**config.mk**
```make
export PLATFORM = sky130hd
export DESIGN_NAME = addsub_flags
export DESIGN_NICKNAME = d
export VERILOG_FILES = /design/src/rtl/addsub_flags.sv
export SDC_FILE = /design/constraint.sdc
export NUM_CORES = 1
export LEC_CHECK = 0
export ABC_AREA = 0
export BUFFER_PORTS_ARGS = -buffer_cell sky130_fd_sc_hd__buf_2
export CAP_MARGIN = 10
export CORE_ASPECT_RATIO = 1.2
export CORE_MARGIN = 10
export CORE_UTILIZATION = 47
export CTS_BUF_LIST = sky130_fd_sc_hd__clkbuf_4 sky130_fd_sc_hd__clkbuf_8
export DETAILED_ROUTE_END_ITERATION = 10
export GPL_TIMING_DRIVEN = 0
export MAX_ROUTING_LAYER = met4
export PLACE_DENSITY_LB_ADDON = 0.05
export SLEW_MARGIN = 20
export SYNTH_ARGS = -nofsm -noshare
export SYNTH_HDL_FRONTEND = slang
export SYNTH_SLANG_ARGS = --single-unit
export TNS_END_PERCENT = 5
```
**constraint.sdc**
```tcl
create_clock -name clk -period 7.8 [get_ports clk]
set_input_delay 1.17 -clock clk [delete_from_list [all_inputs] [get_ports clk]]
set_output_delay 1.17 -clock clk [all_outputs]
set_load 0.02 [all_outputs]
```
**src/rtl/addsub_flags.sv**
```systemverilog
module addsub_flags #(
  parameter int W = 16,
  parameter bit REG_FLAGS = 1'b1
) (
  input  logic         clk,
  input  logic         rst_n,
  input  logic         flag_en,
  input  logic [1:0]   op,
  input  logic [W-1:0] a,
  input  logic [W-1:0] b,
  input  logic         cf_in,
  output logic [W-1:0] res,
  output logic         c_flag,
  output logic         n_flag,
  output logic         z_flag,
  output logic         v_flag,
  output logic         uns_ovf,
  output logic         uns_unf,
  output logic         q_c,
  output logic         q_n,
  output logic         q_z,
  output logic         q_v
);
  localparam int M = W - 1;

  logic         is_sub;
  logic         cin;
  logic [W-1:0] bx;
  logic [M:0]   lo_sum;
  logic         c_msb, cout, v_alt;

  assign is_sub = op[1];
  assign bx     = is_sub ? ~b : b;

  always_comb begin
    case (op)
      2'b00:   cin = 1'b0;
      2'b01:   cin = cf_in;
      2'b10:   cin = 1'b1;
      default: cin = ~cf_in;
    endcase
  end

  assign lo_sum = {1'b0, a[M-1:0]} + {1'b0, bx[M-1:0]} + {{M{1'b0}}, cin};
  assign c_msb  = lo_sum[M];
  assign res    = {a[M] ^ bx[M] ^ c_msb, lo_sum[M-1:0]};
  assign cout   = (a[M] & bx[M]) | (c_msb & (a[M] ^ bx[M]));

  assign c_flag  = is_sub ? ~cout : cout;
  assign v_flag  = c_msb ^ cout;
  assign n_flag  = res[M];
  assign z_flag  = ~|res;
  assign uns_ovf = ~is_sub & cout;
  assign uns_unf = is_sub & ~cout;

  assign v_alt = is_sub ? ((a[M] != b[M]) && (res[M] == b[M]))
                        : ((a[M] == b[M]) && (res[M] != a[M]));

  a_r6_ovf_methods_agree: assert property (@(posedge clk) disable iff (!rst_n)
    v_flag == v_alt);
  a_r5_ovf_unf_exclusive: assert property (@(posedge clk) disable iff (!rst_n)
    !(uns_ovf && uns_unf));
  a_r7_zero_not_negative: assert property (@(posedge clk) disable iff (!rst_n)
    z_flag |-> !n_flag);

  generate
    if (REG_FLAGS) begin : g_reg
      always_ff @(posedge clk or negedge rst_n) begin
        if (!rst_n) begin
          q_c <= 1'b0; q_n <= 1'b0; q_z <= 1'b0; q_v <= 1'b0;
        end else if (flag_en) begin
          q_c <= c_flag; q_n <= n_flag; q_z <= z_flag; q_v <= v_flag;
        end
      end

      a_r9_capture: assert property (@(posedge clk) disable iff (!rst_n)
        flag_en |=> (q_c == $past(c_flag)) && (q_n == $past(n_flag)) &&
                    (q_z == $past(z_flag)) && (q_v == $past(v_flag)));
      a_r9_hold: assert property (@(posedge clk) disable iff (!rst_n)
        !flag_en |=> $stable(q_c) && $stable(q_n) && $stable(q_z) && $stable(q_v));
    end else begin : g_comb
      assign q_c = c_flag;
      assign q_n = n_flag;
      assign q_z = z_flag;
      assign q_v = v_flag;
    end
  endgenerate
endmodule

```
==> flow_metrics.py <==
metrics = {
    "clocking": {
        "clk_pin_slew_ns": 0.03,
        "clockBufferDepth": 2,
        "postCtsHoldBufs": 0,
        "clkSinkCount": 4,
        "cts.htree.levels": 1,
        "root_buffer": "clkbuf_4",
        "cts_tree": "done",
        "numCtsBuffers": 3,
        "clock_latency_ns": 0.23,
    },
    "synthesis": {
        "synthDominantCellAreaShare_pct": 16.4,
        "yosys.area.top_type": "ha_1",
        "yosysSeqAreaShare_pct": 8.22,
        "synth_edf_count": 0,
        "ys_seq_elements": 4,
        "synth_ff_type": "dfrtp_1",
        "synthArstFlopShare_pct": 100,
        "syn-num-nets": 210,
        "synth_cell_types": 39,
        "synth_area_um2": 1220,
        "synthTopCellsByArea": "ha_1 (16%), xor2_1 (13%), dfrtp_1 (8.2%)",
        "syn-instance-count": 153,
        "avgSynthCellArea_um2": 7.96,
        "ys_warn_count": 0,
    },
    "sta": {
        "fin_crit_ns": 7.17,
        "tightestPinTransition_ns": 0.518,
        "grt_setup_unrepaired": "false",
        "finalCritPeriodShare_pct": 91.9,
        "setup_viol": 0,
        "final.setup.tns_ns": 0,
        "relSlewSlack_pct": 65.5,
        "max_freq_mhz": 140,
        "finalHoldViolCount": 0,
        "worst_slack_ns": 0.634,
        "fin_worst_skew_ns": 0,
        "fin_hold_ws_ns": 0.494,
        "slew_violations": 0,
    },
    "power": {
        "power_switching_mw": 0.151,
        "ir_drop_mv": 0.122,
        "power_frac_clock_pct": 8.9,
        "comb_power_share_pct": 81.5,
        "seqPwrFrac_pct": 9.6,
        "pwr_density_cell_nw_per_um2": 176,
        "cellLeakagePower_nw": 0.847,
        "netSwitchingFraction_pct": 53.5,
        "p_int_mw": 0.131,
        "design_power_total_mw": 0.282,
    },
    "detailed_routing": {
        "final_antenna_net_count": 0,
        "dr_total_vias": 1327,
        "viasPerCell": 5.27,
        "drtIter0Drc": 43,
        "drc": 0,
        "first_pass_iters": 4,
        "wire_per_inst_um": 13.8,
        "routed_wl_mm": 3.48,
    },
    "finish": {
        "final_cell_count_no_fill": 252,
        "multi_input_area_um2": 1040,
        "regArea_um2": 100,
        "drive_gt1_share_pct": 35.2,
        "antenna_cells": 0,
        "fin_area_um2": 1600,
        "finalNetCount": 278,
        "fill_cells": 249,
        "area_delta_synth_final_pct": 31.7,
        "final_core_util_pct": 64.1,
    },
    "place": {
        "post-place-ws_ns": 0.203,
        "dpl-instance-area_um2": 1570,
        "globalplace.congestion": 0.900,
        "dp_hpwl_mm": 3.09,
        "dpl.cell_count": 249,
        "numPortBuffers": 63,
    },
    "floorplanning": {
        "start_util_pct": 48.7,
        "die_height_um": 75.8,
        "dieArea_um2": 5030,
        "ios": 64,
        "die_w_um": 66.5,
        "core_um2": 2500,
        "rows": 20,
    },
    "critical_path": {
        "max_stage_delay_ns": 0.51,
        "required_ns": 6.63,
        "cp_max_fo": 10,
        "rr_worst_depth": 2,
        "worstSetupPathType": "in2out",
        "arrival_ns": 6.00,
        "regToRegSetupSlack_ns": 6.99,
        "worstSetupStartpointType": "input port",
        "cp_cell_sequence": "buf_2 -> clkbuf_1 -> clkbuf_2 -> xnor2_1 -> fa_1 -> nor2b_1 -> o2111ai_1 -> a211oi_2 -> o311ai_0 -> a21boi_0 -> nor2_1 -> fa_1 -> nand2_1 -> or4_1 -> or4_1 -> nor4_2 -> and3_1 -> buf_2",
        "crit_family": "simple AND/OR/NAND/NOR gates",
        "cp.buffers_inverters": 4,
        "r2r_start": "q_z",
        "slowest_stage": "fa_1",
        "cp-end-kind": "output port",
        "regToRegEndpoint": "q_z",
    },
    "hold_path": {
        "hold-path-endpoint": "q_c",
        "min_path_cells": 1,
        "worstHoldStart": "q_c",
        "hp-class": "reg2reg",
    },
    "global_route": {
        "grt_max_degree": 11,
        "overflow": 0,
        "antenna_found_initial": 0,
        "track_usage_pct": 14.2,
        "first_global_vias": 1402,
        "grt_pass1_wl_mm": 5.75,
    },
    "outcome": {
        "status": "complete, no violations",
    },
    "job": {
        "cap_violations": 0,
    },
}
## cell type report
cell class                      count  area share (%)
Sequential cell                     4            6.25
Buffer                              3            1.01
Timing Repair Buffer               63            19.7
Clock buffer                        3            1.41
Multi-Input combinational cell    129            65.1
Tap cell                           33            2.58
Inverter                           17            3.98
## sequential cells by signal, indices dropped and copies added, names as in the netlist
register,cells
q_z,1
q_v,1
q_c,1
q_n,1
## synthesized netlist by cell type, drive strengths merged, types with 3 or more instances
cell type and count:
a21o 4, a21oi 9, a31oi 3, dfrtp 4
fa 3, ha 16, inv 17, mux2 3
nand2 8, nand2b 4, nand3 3, nor2 6
nor2b 4, nor4 3, o21ai 8, o311ai 3
or3 3, xnor2 9, xor2 18
## per-layer routing
metal,vias up,GRT usage (%),wire length (µm)
met2,37,25.9,1790
met5,-,-,0
li1,685,-,-
met4,0,3.96,0
met3,0,2.06,173
met1,605,15.6,1520
## how the worst max path moves through the flow
stage               endpoint  startpoint  cells after the start  slack [ns]
finish                z_flag       op[1]                     18        0.63
global route          z_flag       op[1]                     18        0.14
CTS                   z_flag       op[1]                     18        0.20
detailed placement    z_flag       op[1]                     18        0.20
global placement      z_flag       op[1]                     18        0.25
floorplan             z_flag       op[1]                     16        1.10
## what timing repair did
item                                    4_1_cts  5_1_grt
setup buffers                                 0        0
resized for setup                             0        3
endpoints found under the setup margin        0        1
## power by group through the flow
| stage | clock, mW | sequential (mW) | combinational [mW] |
|---|---|---|---|
| global placement | 0 | 0.0271 | 0.227 |
| CTS | 0.0267 | 0.0273 | 0.232 |
| finish | 0.0252 | 0.0271 | 0.230 |
| global route | 0.0268 | 0.0276 | 0.255 |
| detailed placement | 0 | 0.0276 | 0.231 |
| floorplan | 0 | 0.0331 | 0.156 |
## placed cells by master (no fill, tap or decap), types with 2 or more instances in the layout
cell       n
nand3_1    3
nand2_1    8
mux2_2     3
xor2_1    18
clkbuf_4   3
and3_1     2
or2_2      2
nor2b_1    4
or3_1      3
o21ai_0    8
o31a_1     2
buf_2     63
a21o_1     4
a21oi_1    9
inv_1     17
ha_1      16
nor4_1     2
fa_1       3
dfrtp_1    4
or4_1      2
xnor2_1    9
nand2b_1   4
o311ai_0   3
a31oi_1    3
nor2_1     6
## logic make-up (layout without fill, tap and decap cells)
| kind of cell | after synthesis | after routing | synth area share [%] |
|---|---|---|---|
| fa+ha+maj | 19 | 19 | 21.4 |
| mux | 3 | 3 | 2.77 |
| flops | 4 | 4 | 8.22 |
| compound gates | 40 | 40 | 23.5 |
| xor+xnor | 27 | 27 | 19.4 |
| simple gates | 40 | 40 | 18.2 |
| buf+inv | 20 | 86 | 6.48 |
Power figures use the tool's default switching activity.
